$ cat src/rtl/serial_tx_pkg.sv
package serial_tx_pkg;

  typedef enum logic [1:0] {
    ST_IDLE  = 2'd0,
    ST_START = 2'd1,
    ST_DATA  = 2'd2,
    ST_STOP  = 2'd3
  } tx_state_e;

  // Effective bit period: a zero divisor behaves as one cycle per bit.
  function automatic int unsigned eff_div(input int unsigned d);
    return (d == 0) ? 1 : d;
  endfunction

  // Clock cycles occupied by one frame (start + data + stop).
  function automatic int unsigned frame_cycles(input int unsigned nbits,
                                               input int unsigned d);
    return (nbits + 2) * eff_div(d);
  endfunction

endpackage

$ cat src/rtl/serial_tx_timer.sv
module serial_tx_timer #(
  parameter int DIV_W = 16
) (
  input  logic             clk,
  input  logic             rst_n,
  input  logic             clear_i,
  input  logic             run_i,
  input  logic [DIV_W-1:0] period_i,
  output logic             tick_o
);
  logic [DIV_W-1:0] cnt_q;

  assign tick_o = run_i && (cnt_q == period_i - DIV_W'(1));

  always_ff @(posedge clk) begin
    if (!rst_n)       cnt_q <= '0;
    else if (clear_i) cnt_q <= '0;
    else if (tick_o)  cnt_q <= '0;
    else if (run_i)   cnt_q <= cnt_q + DIV_W'(1);
  end


  cnt_in_range_chk: assert property (@(posedge clk) disable iff (!rst_n)
    run_i |-> (cnt_q < period_i));

endmodule

$ cat src/rtl/serial_tx_shifter.sv
module serial_tx_shifter #(
  parameter int DATA_W = 8
) (
  input  logic              clk,
  input  logic              rst_n,
  input  logic              load_i,
  input  logic [DATA_W-1:0] data_i,
  input  logic              shift_i,
  output logic              bit_o
);
  logic [DATA_W-1:0] sh_q;

  always_ff @(posedge clk) begin
    if (!rst_n)       sh_q <= '0;
    else if (load_i)  sh_q <= data_i;
    else if (shift_i) sh_q <= sh_q >> 1;
  end

  assign bit_o = sh_q[0];

endmodule

$ cat src/rtl/serial_tx_ctrl.sv
module serial_tx_ctrl
  import serial_tx_pkg::*;
#(
  parameter int DATA_W = 8
) (
  input  logic      clk,
  input  logic      rst_n,
  input  logic      ack_i,
  input  logic      cont_i,
  input  logic      tick_i,
  output tx_state_e state_o,
  output logic      start_o,
  output logic      shift_o,
  output logic      busy_o,
  output logic      done_o
);
  localparam int IDX_W = (DATA_W > 1) ? $clog2(DATA_W) : 1;
  localparam logic [IDX_W-1:0] LAST_IDX = IDX_W'(DATA_W - 1);

  tx_state_e        state_q;
  logic [IDX_W-1:0] idx_q;
  logic             pend_q;

  // Named internal events
  logic idle, frame_end, chain;

  assign idle      = (state_q == ST_IDLE);
  assign frame_end = (state_q == ST_STOP) && tick_i;
  assign chain     = frame_end && cont_i && (pend_q || ack_i);

  assign start_o = (idle && ack_i) || chain;
  assign shift_o = (state_q == ST_DATA) && tick_i;
  assign busy_o  = !idle;
  assign done_o  = frame_end;
  assign state_o = state_q;

  always_ff @(posedge clk) begin
    if (!rst_n) begin
      state_q <= ST_IDLE;
      idx_q   <= '0;
      pend_q  <= 1'b0;
    end else begin
      if (frame_end)                   pend_q <= 1'b0;
      else if (!idle && cont_i && ack_i) pend_q <= 1'b1;

      case (state_q)
        ST_IDLE:  if (ack_i) state_q <= ST_START;
        ST_START: if (tick_i) begin
                    state_q <= ST_DATA;
                    idx_q   <= '0;
                  end
        ST_DATA:  if (tick_i) begin
                    if (idx_q == LAST_IDX) state_q <= ST_STOP;
                    else                   idx_q   <= idx_q + IDX_W'(1);
                  end
        ST_STOP:  if (tick_i) state_q <= chain ? ST_START : ST_IDLE;
        default:  state_q <= ST_IDLE;
      endcase
    end
  end


  drop_in_done_chk: assert property (@(posedge clk) disable iff (!rst_n)
    (done_o && !cont_i) |=> !busy_o);


  chain_nogap_chk: assert property (@(posedge clk) disable iff (!rst_n)
    (done_o && cont_i && ack_i) |=> (state_o == ST_START));

endmodule

$ cat src/rtl/serial_tx.sv
module serial_tx
  import serial_tx_pkg::*;
#(
  parameter int DATA_W = 8,
  parameter int DIV_W  = 16
) (
  input  logic              clk,
  input  logic              rst_n,
  input  logic [DIV_W-1:0]  div_i,
  input  logic              cont_i,
  input  logic              ack_i,
  input  logic [DATA_W-1:0] data_i,
  output logic              line_o,
  output logic              busy_o,
  output logic              done_o
);
  tx_state_e        state;
  logic             start_evt, shift_evt, tick, data_bit;
  logic [DIV_W-1:0] div_q;

  always_ff @(posedge clk) begin
    if (!rst_n)         div_q <= DIV_W'(1);
    else if (start_evt) div_q <= DIV_W'(eff_div(32'(div_i)));
  end

  serial_tx_ctrl #(.DATA_W(DATA_W)) u_ctrl (
    .clk     (clk),
    .rst_n   (rst_n),
    .ack_i   (ack_i),
    .cont_i  (cont_i),
    .tick_i  (tick),
    .state_o (state),
    .start_o (start_evt),
    .shift_o (shift_evt),
    .busy_o  (busy_o),
    .done_o  (done_o)
  );

  serial_tx_timer #(.DIV_W(DIV_W)) u_timer (
    .clk      (clk),
    .rst_n    (rst_n),
    .clear_i  (start_evt),
    .run_i    (busy_o),
    .period_i (div_q),
    .tick_o   (tick)
  );

  serial_tx_shifter #(.DATA_W(DATA_W)) u_shift (
    .clk     (clk),
    .rst_n   (rst_n),
    .load_i  (start_evt),
    .data_i  (data_i),
    .shift_i (shift_evt),
    .bit_o   (data_bit)
  );

  always_comb begin
    case (state)
      ST_START: line_o = 1'b0;
      ST_DATA:  line_o = data_bit;
      default:  line_o = 1'b1;
    endcase
  end


  idle_line_high_chk: assert property (@(posedge clk) disable iff (!rst_n)
    !busy_o |-> line_o);


  start_low_chk: assert property (@(posedge clk) disable iff (!rst_n)
    $rose(busy_o) |-> !line_o);


  done_in_stop_chk: assert property (@(posedge clk) disable iff (!rst_n)
    done_o |-> (line_o && busy_o));


  done_single_chk: assert property (@(posedge clk) disable iff (!rst_n)
    done_o |=> !done_o);


  busy_end_on_done_chk: assert property (@(posedge clk) disable iff (!rst_n)
    $fell(busy_o) |-> $past(done_o));

endmodule

$ cat config.mk
export PLATFORM = sky130hd
export DESIGN_NAME = serial_tx
export DESIGN_NICKNAME = d
export VERILOG_FILES = /design/src/rtl/serial_tx_pkg.sv /design/src/rtl/serial_tx_timer.sv /design/src/rtl/serial_tx_shifter.sv /design/src/rtl/serial_tx_ctrl.sv /design/src/rtl/serial_tx.sv
export SDC_FILE = /design/constraint.sdc
export NUM_CORES = 1
export LEC_CHECK = 0
export BUFFER_PORTS_ARGS = -buffer_cell sky130_fd_sc_hd__buf_2
export CORE_ASPECT_RATIO = 0.7
export CORE_MARGIN = 2
export CORE_UTILIZATION = 51
export CTS_BUF_LIST = sky130_fd_sc_hd__clkbuf_4 sky130_fd_sc_hd__clkbuf_8 sky130_fd_sc_hd__clkbuf_16
export CTS_CLUSTER_DIAMETER = 40
export DETAILED_ROUTE_END_ITERATION = 8
export GPL_TIMING_DRIVEN = 0
export PLACE_DENSITY = 0.77
export SLEW_MARGIN = 20
export SYNTH_ARGS = -nofsm -noshare
export SYNTH_HDL_FRONTEND = slang
export SYNTH_SLANG_ARGS = --single-unit
$ cat constraint.sdc
create_clock -name clk -period 7.52 [get_ports clk]
set_clock_uncertainty 0.15 [all_clocks]
set_input_delay 1.504 -clock clk [delete_from_list [all_inputs] [get_ports clk]]
set_output_delay 1.504 -clock clk [all_outputs]
set_load 0.005 [all_outputs]
==> implementation parameters, run 1 <==
Parameter                              Value

Cells and area
  Area growth from synthesis to layout ... 12.4%
  Antenna Diode Count ... 0
  Share of post-route cells with drive strength above 1 ... 17.0%
  Final cell utilization of the core ... 60.1%
  Commonest non-fill, non-tap cell in the layout ... dfxtp_1
  Count of filler cells inserted in the layout ... 496
  Leading cell types in the layout, fill and taps excluded ... 46 x dfxtp_1, 36 x nand2_1, 31 x buf_2
  Count of nets after finishing ... 394

Pwr
  IR drop worst, VDD ... 157 uV
  Leakage Power ... 0.00135 uW
  Cell Pwr Density ... 279 nW/um^2
  Design Power ... 886 uW

GRT
  Pin count of the biggest net entering global routing ... 15
  Wire length of the first global-routing pass ... 10.8 mm
  Vias in the first global route ... 2,244
  Leftover overflow at the end of global routing ... 0
  Initial antenna violation count ... 0
  Global Route Usage Sum ... 22.5%

Clock tree
  Post_cts resized ... 0
  Clock Root Buffer ... clkbuf_8
  Number of H-tree branching levels ... 2
  Clk slew on worst S/H paths ... 90 ps
  Worst skew pair latency ... 310 ps
  TritonCTS clock tree ... done
  Count of hold buffers inserted by post-cts repair ... 0
  Clock sinks ... 46
  Longest Clk Path Bufs ... 2
  Post-CTS repair timing setup buffer count ... 0
  Number of buffers added by the clock tree synthesis step ... 5

Critical path
  CP arrival ... 3230 ps
  RR Startpoint ... div_q[0]$_SDFFE_PN1P_
  Worst path bufs/invs ... 2
  End of the worst register-to-register path ... u_timer.cnt_q[0]$_SDFFE_PP0P_
  Data required, critical path ... 5870 ps
  Critical Path Fanout Max ... 5
  Path type of the worst setup path ... reg2out
  Largest delay contributor family on the critical path ... simple AND/OR/NAND/NOR gates
  Critical-path top delay cell ... or4b_1
  Worst Setup Start Kind ... flop
  Crit path capture type ... primary output
  Minimum setup slack among reg-to-reg paths ... 3990 ps
  Cell depth of the worst flop-to-flop path ... 11
  Maximum cell stage delay along the critical path ... 550 ps
  Cell breakdown of the critical path ... inv_1 -> ha_1 -> or4b_1 -> or3_1 -> o21ai_0 -> a21boi_0 -> nand4_1 -> nor2_1 -> and2_1 -> buf_2

Die
  Placeable Area ... 5290 um^2
  Effective utilization at floorplan ... 53.5%
  Area of the die ... 6160 um^2
  Die Y-Extent ... 66.3 um
  Row count ... 22
  Chip width ... 93.0 um
  I/O pins ... 31

STA
  RSZ-0062 raised after global routing ... no
  Maximum achievable frequency ... 205 MHz
  Aggregate negative setup slack ... 0 ps
  Hold violation count in the final report ... 0
  Final max-slew violation count ... 0
  Relative slew slack ... 54.5%
  Final critical delay including setup and external delays ... 4880 ps
  Final worst-path cycle share ... 64.9%
  Final setup violation count ... 0
  Transition time at the pin with the least slew margin ... 682 ps

Logic synthesis
  Post-synthesis simple-gate area fraction ... 24.7%
  Flop and latch count out of synthesis ... 46
  Leading area contributor after synthesis ... dfxtp_1
  Fraction of the mapped netlist area in adder cells ... 3.99%
  Register area share after synthesis ... 32.6%
  Post-Syn Instances ... 320
  Top area cells in the synthesized netlist ... dfxtp_1 33%, mux2i_1 9.6%, xnor2_1 5.9%
  Average footprint of a synthesized cell ... 8.83 um^2
  Portion of synthesized cell area occupied by the leading cell type ... 32.6%
  Most used flip-flop cell after synthesis ... dfxtp_1
  Dominant combinational cell family by area after synthesis ... simple AND/OR/NAND/NOR gates
  Cell variety after synth ... 46
  Asr flop ratio synth ... 0%
  Mapped Nets ... 357
  Multiplexer fraction of the synthesized cell area ... 9.57%
  Number of warnings printed during yosys synthesis ... 0
  Count of flip-flops with a built-in enable after synthesis ... 0
  XOR/XNOR Fraction of Synth Area ... 10.5%
  Synth Cell Area ... 2830 um^2
  Fraction of the mapped netlist area in compound gates ... 13.7%

Placed design
  Port Buffer Count ... 30
  Placer's final routability congestion estimate ... 0.888
  HPWL after detailed placement ... 5.12 mm

Detailed routing
  Pre-Repair DR Iteration Count ... 4
  Total number of vias ... 2,416
  Average wire per standard cell ... 15.3 um
  Antenna Violating Nets Remaining ... 0
  DR vias/cell ... 5.62
  Remaining routing DRC violations ... 0
  Final WL ... 6.56 mm
  First-iteration detailed-routing DRC count ... 148

Run
  Max-cap violations ... 0

Worst hold path
  Tightest Hold Check Type ... reg2reg
  Worst hold path depth ... 2
  End point of the worst hold path ... u_shift.sh_q[7]$_SDFFE_PN0P_
  Launch point of the worst hold path ... u_shift.sh_q[7]$_SDFFE_PN0P_

Status
  Outcome ... finished, final reports clean
-- worst register-to-register path, stage by stage (launching register included) --
cell	delay, ps
dfxtp_1	350
inv_1	100
ha_1	190
or4b_1	550
or3_1	380
o21ai_0	200
a21boi_0	210
nand4_1	240
nor2_1	360
a211o_1	300
buf_2	300
nor2_1	80
-- worst max-delay path by stage --
| stage | start | endpoint | slack [ps] | cells after the start |
|---|---|---|---|---|
| after global routing | div_q[0]$_SDFFE_PN1P_ | done_o | 2480 | 10 |
| after CTS | div_q[0]$_SDFFE_PN1P_ | done_o | 2670 | 10 |
| after detailed placement | div_q[0]$_SDFFE_PN1P_ | done_o | 3040 | 10 |
| final | div_q[0]$_SDFFE_PN1P_ | done_o | 2640 | 10 |
| after floorplan | div_q[0]$_SDFFE_PN1P_ | done_o | 3530 | 9 |
| after global placement | div_q[0]$_SDFFE_PN1P_ | done_o | 3040 | 10 |
-- registers in the layout, indices dropped and copies added, names as in the netlist --
name and count:
div_q 16, u_ctrl.idx_q 3, u_ctrl.pend_q 1, u_ctrl.state_o 2
u_shift.sh_q 8, u_timer.cnt_q 16
-- synth_stat cells, types with 2 or more instances --
cell type and number:
o21ai_0 3, xor2_1 15, and2_1 2, inv_1 9, nand4b_1 2, nand3_1 13
nor3_1 11, nor2_1 26, nor3b_1 3, dfxtp_1 46, xnor2_1 19, nand4_1 3
mux2i_1 27, o211ai_1 4, a211oi_2 7, nor2b_1 3, or2_2 3, o31ai_1 6
a31oi_1 6, a21oi_1 12, ha_1 9, buf_6 2, buf_12 2, nor4_1 6
a21boi_0 2, nand2_1 36, clkbuf_1 8, nand3_2 2, or3_1 4, and3_1 13
-- kinds of logic (layout without fill, tap and decap cells) --
family	count (synthesis)	in the layout
adders and majority gates	9	9
buffers and inverters	23	61
AOI/OAI and AO/OA	48	48
DFF	46	46
and+or+nand+nor	133	133
muxes	27	27
xor gates and xnor gates	34	34
-- per-stage QoR --
stage	hold WS (ps)	setup WS [ps]	cell area, um^2	std cells
floorplan	299	3530	2830	320
global placement	310	3040	3070	422
detailed placement	334	3040	3070	422
CTS	347	2670	3170	430
global route	370	2480	3170	430
finish	348	2640	3170	430
-- power breakdown --
part	switching [uW]	internal, uW
sequential	39.2	282
clock	89.3	97.9
combinational	213	165
total	342	544
-- per-layer routing --
layer,vias to the layer above,routed length [um],track usage [%],part of all wire [%]
met1,1137,3360,32.8,51
met3,8,410,4.56,6.3
met4,0,78,6.80,1.2
li1,1215,-,-,-
met2,56,2710,33.2,41
met5,-,0,0,0
-- final cells by class --
| class | count | area, um^2 | share of cell area [%] |
|---|---|---|---|
| repair buffers | 30 | 150 | 4.73 |
| clock buffers | 5 | 68.8 | 2.17 |
| well taps | 72 | 90.1 | 2.84 |
| plain buffers | 14 | 105 | 3.31 |
| inverters | 9 | 33.8 | 1.06 |
| clock inverters | 3 | 40.0 | 1.26 |
| flip-flops and latches | 46 | 921 | 29.0 |
| multi-input cells | 251 | 1770 | 55.6 |
(Power assumes the default switching activity.)
==> run 2: changes to the inputs <==
--- a/config.mk
+++ b/config.mk
@@ -5,6 +5,7 @@
 export SDC_FILE = /design/constraint.sdc
 export NUM_CORES = 1
 export LEC_CHECK = 0
+export ABC_AREA = 1
 export BUFFER_PORTS_ARGS = -buffer_cell sky130_fd_sc_hd__buf_2
 export CORE_ASPECT_RATIO = 0.7
 export CORE_MARGIN = 2
@@ -13,7 +14,7 @@
 export CTS_CLUSTER_DIAMETER = 40
 export DETAILED_ROUTE_END_ITERATION = 8
 export GPL_TIMING_DRIVEN = 0
-export PLACE_DENSITY = 0.77
+export PLACE_DENSITY = 0.79
 export SLEW_MARGIN = 20
 export SYNTH_ARGS = -nofsm -noshare
 export SYNTH_HDL_FRONTEND = slang
==> constraint.sdc (replaced) <==
create_clock -name clk -period 4.05 [get_ports clk]
set_clock_uncertainty 0.15 [all_clocks]
set_input_delay 0.81 -clock clk [delete_from_list [all_inputs] [get_ports clk]]
set_output_delay 0.81 -clock clk [all_outputs]
set_load 0.005 [all_outputs]
==> run 2 against run 1 <==
Effect of this change:
- register-to-register slack got worse by 2800 ps
- first-iteration DRC count grew 66%
- hold slack worse by 21 ps
- setup slack worse by 2000 ps
- sequential power increased by 83%
- count of clock-buffer cells in the layout up 2
- sequential share of layout area fell by 0.90 points
- total power increased by 79%
- critical endpoint unchanged
- sequential cell count is the same
- critical path type unchanged
- combinational power up 87%
- clock power is 59% higher
- final cell count increased by 29%
==> implementation parameters, run 2 <==
Parameter                              Value

STA
  Final worst-path cycle share ... 84.8%
  Final max-slew violation count ... 0 (unchanged)
  RSZ-0062 raised after global routing ... no (unchanged)
  Maximum achievable frequency ... 291 MHz
  Transition time at the pin with the least slew margin ... 548 ps (was 682 ps)
  Relative slew slack ... 63.1% (was 54.5%)
  Hold violation count in the final report ... 0 (unchanged)
  Final setup violation count ... 0 (unchanged)
  Final critical delay including setup and external delays ... 3440 ps
  Aggregate negative setup slack ... 0 ps (unchanged)

GRT
  Vias in the first global route ... 2,463 (was 2,244)
  Wire length of the first global-routing pass ... 11.5 mm (was 10.8 mm)
  Initial antenna violation count ... 0 (unchanged)
  Global route hottest layer ... met1 (was met2)
  Met3 usage in global routing ... 4.02% (was 4.56%)
  Global Route Usage Sum ... 23.0% (was 22.5%)
  Pin count of the biggest net entering global routing ... 14 (was 15)
  Met1 usage in global routing ... 35.2% (was 32.8%)
  Met2 demand-to-capacity share in global routing ... 34.5% (was 33.2%)
  Leftover overflow at the end of global routing ... 0 (unchanged)

Cells and area
  Commonest non-fill, non-tap cell in the layout ... nand2_1 (was dfxtp_1)
  Count of nets after finishing ... 517 (was 394)
  Cell area after layout ... 3280 um^2 (was 3170 um^2)
  Leading cell types in the layout, fill and taps excluded ... 129 x nand2_1, 51 x nor2_1, 50 x inv_1 (was 46 x dfxtp_1, 36 x nand2_1, 31 x buf_2)
  Antenna Diode Count ... 0 (unchanged)
  Area growth from synthesis to layout ... 11.4% (was 12.4%)
  Registers with the highest flip-flop counts ... div_q: 16 flops, u_timer.cnt_q: 16 flops, u_shift.sh_q: 8 flops (unchanged)
  Share of post-route cells with drive strength above 1 ... 13.9% (was 17.0%)

Logic synthesis
  Post-synthesis simple-gate area fraction ... 42.4% (was 24.7%)
  Synth Cell Area ... 2940 um^2 (was 2830 um^2)
  Post-Syn Instances ... 444 (was 320)
  Fraction of the mapped netlist area in compound gates ... 6.25% (was 13.7%)
  Multiplexer fraction of the synthesized cell area ... 0% (was 9.57%)
  Number of warnings printed during yosys synthesis ... 0 (unchanged)
  Average footprint of a synthesized cell ... 6.63 um^2 (was 8.83 um^2)
  Mapped Nets ... 481 (was 357)
  Asr flop ratio synth ... 0% (unchanged)
  Most used flip-flop cell after synthesis ... dfxtp_1 (unchanged)
  Dominant combinational cell family by area after synthesis ... simple AND/OR/NAND/NOR gates (unchanged)
  Top area cells in the synthesized netlist ... dfxtp_1 31%, nand2_1 16%, nand3_1 7.5% (was dfxtp_1 33%, mux2i_1 9.6%, xnor2_1 5.9%)
  Count of flip-flops with a built-in enable after synthesis ... 0 (unchanged)
  Portion of synthesized cell area occupied by the leading cell type ... 31.3% (was 32.6%)
  Cell types with the highest counts after synthesis ... 129 x nand2_1, 51 x nor2_1, 50 x inv_1, 46 x dfxtp_1, 44 x nand3_1 (was 46 x dfxtp_1, 36 x nand2_1, 27 x mux2i_1, 26 x nor2_1, 19 x xnor2_1)
  Most instantiated library cell after synthesis ... nand2_1 (was dfxtp_1)
  Leading area contributor after synthesis ... dfxtp_1 (unchanged)
  XOR/XNOR Fraction of Synth Area ... 6.98% (was 10.5%)
  Register area share after synthesis ... 31.3% (was 32.6%)
  Cell variety after synth ... 40 (was 46)
  Fraction of the mapped netlist area in adder cells ... 3.83% (was 3.99%)
  Flop and latch count out of synthesis ... 46 (unchanged)

Clock tree
  Clock sinks ... 46 (unchanged)
  Longest Clk Path Bufs ... 2 (unchanged)
  Worst skew pair latency ... 290 ps (was 310 ps)
  Post_cts resized ... 0 (unchanged)
  Number of buffers added by the clock tree synthesis step ... 5 (unchanged)
  TritonCTS clock tree ... done (unchanged)
  Clk slew on worst S/H paths ... 90 ps (about the same)
  Number of H-tree branching levels ... 2 (unchanged)
  Count of hold buffers inserted by post-cts repair ... 0 (unchanged)
  Post-CTS repair timing setup buffer count ... 0 (unchanged)
  Clock Root Buffer ... clkbuf_8 (unchanged)

Run
  Max-cap violations ... 0 (unchanged)

Detailed routing
  First-iteration detailed-routing DRC count ... 246 (was 148)
  Total number of vias ... 2,953 (was 2,416)
  Average wire per standard cell ... 12.7 um (was 15.3 um)
  Final WL ... 7.09 mm (was 6.56 mm)
  Antenna Violating Nets Remaining ... 0 (unchanged)
  Pre-Repair DR Iteration Count ... 5 (was 4)
  Remaining routing DRC violations ... 0 (unchanged)
  DR vias/cell ... 5.31 (was 5.62)

Die
  Chip width ... 94.8 um (was 93.0 um)
  Row count ... 23 (was 22)
  I/O pins ... 31 (unchanged)
  Placeable Area ... 5640 um^2 (was 5290 um^2)
  Area of the die ... 6400 um^2 (was 6160 um^2)
  Effective utilization at floorplan ... 52.2% (was 53.5%)
  Die Y-Extent ... 67.5 um (was 66.3 um)

Critical path
  CP arrival ... 2480 ps (was 3230 ps)
  Worst Setup Start Kind ... flop (unchanged)
  Path type of the worst setup path ... reg2out (unchanged)
  Crit path capture type ... primary output (unchanged)
  Minimum setup slack among reg-to-reg paths ... 1170 ps (was 3990 ps)
  Critical Path Fanout Max ... 7 (was 5)
  Data required, critical path ... 3090 ps (was 5870 ps)

Pwr
  Leakage Power ... 0.00154 uW (was 0.00135 uW)
  Cell Pwr Density ... 485 nW/um^2 (was 279 nW/um^2)
  IR drop worst, VDD ... 308 uV (was 157 uV)

Placed design
  Dpl cell area ... 3180 um^2 (was 3070 um^2)
  HPWL after detailed placement ... 5.60 mm (was 5.12 mm)
  Port Buffer Count ... 29 (was 30)
  Placer's final routability congestion estimate ... 0.918 (was 0.888)

Status
  Outcome ... finished, final reports clean (unchanged)

Worst hold path
  Tightest Hold Check Type ... reg2reg (unchanged)
==> run 2: cell types whose count changed after synthesis, moves of 12 or more <==
cell / delta
and3_1: -12
inv_1: +41
mux2i_1: -27
nand2_1: +93
nand3_1: +31
nor2_1: +25
xnor2_1: -12
==> run 2: cell families (layout without fill, tap and decap cells) <==
kind of cell	count (synthesis)	count (layout)
flops	46	46
buf+inv	64	101
fa+ha+maj	9	9
xor+xnor	21	21
simple gates	270	270
compound gates	34	34
==> run 2: final timing paths <==
| kind | to | depth (start not counted) | startpoint |
|---|---|---|---|
| worst max-delay path | done_o | 13 | u_ctrl.state_o[0]$_SDFFE_PN0P_ |
| worst min-delay path | div_q[15]$_SDFFE_PN0P_ | 2 | div_q[15]$_SDFFE_PN0P_ |
| worst max register to register | u_timer.cnt_q[8]$_SDFFE_PP0P_ | 16 | u_ctrl.state_o[0]$_SDFFE_PN0P_ |
| worst min register to register | div_q[15]$_SDFFE_PN0P_ | 2 | div_q[15]$_SDFFE_PN0P_ |
==> run 2: report_power, final <==
group          total (uW)  switching [uW]  internal, uW
Combinational         705             456           249
Sequential            587            67.1           520
Clock                 297             152           145
Total                1590             675           914
==> run 2: layout make-up <==
class	count	area (um^2)
inverter	52	195
sequential	46	921
tap	75	93.8
multi-input combinational	334	1750
timing repair buffer	29	145
buffer	12	76.3
clock buffer	7	90.1
clock inverter	1	5.00
fill	565	2360
==> run 2: metal layers <==
| layer | wire length [um] | vias up |
|---|---|---|
| met3 | 573 | 2 |
| met1 | 3540 | 1357 |
| li1 | - | 1490 |
| met4 | 23 | 0 |
| met5 | 0 | - |
| met2 | 2950 | 104 |
==> run 2: worst max-delay path, stage by stage (launching register included) <==
cell and delay, ps:
dfxtp_1 410, inv_1 110, ha_1 210, clkbuf_1 210, a21oi_1 220, nand2_1 70
nor2_1 120, nand3_1 80, nor2_1 110, nand3_1 90, nor2_1 150, nand3_2 160
nor2_1 130, buf_2 120
==> run 2: metrics by stage <==
stage / setup slack, ps / cells / hold slack (ps) / utilization [%] / total power [uW]
floorplan: 1450 / 444 / 287 / - / 1120
global route: 422 / 556 / 351 / 58.1 / 1720
detailed placement: 942 / 548 / 314 / 56.4 / 1290
CTS: 611 / 556 / 329 / 58.1 / 1590
finish: 614 / 556 / 327 / 58.1 / 1590
global placement: 1020 / 548 / 302 / 56.4 / 1260
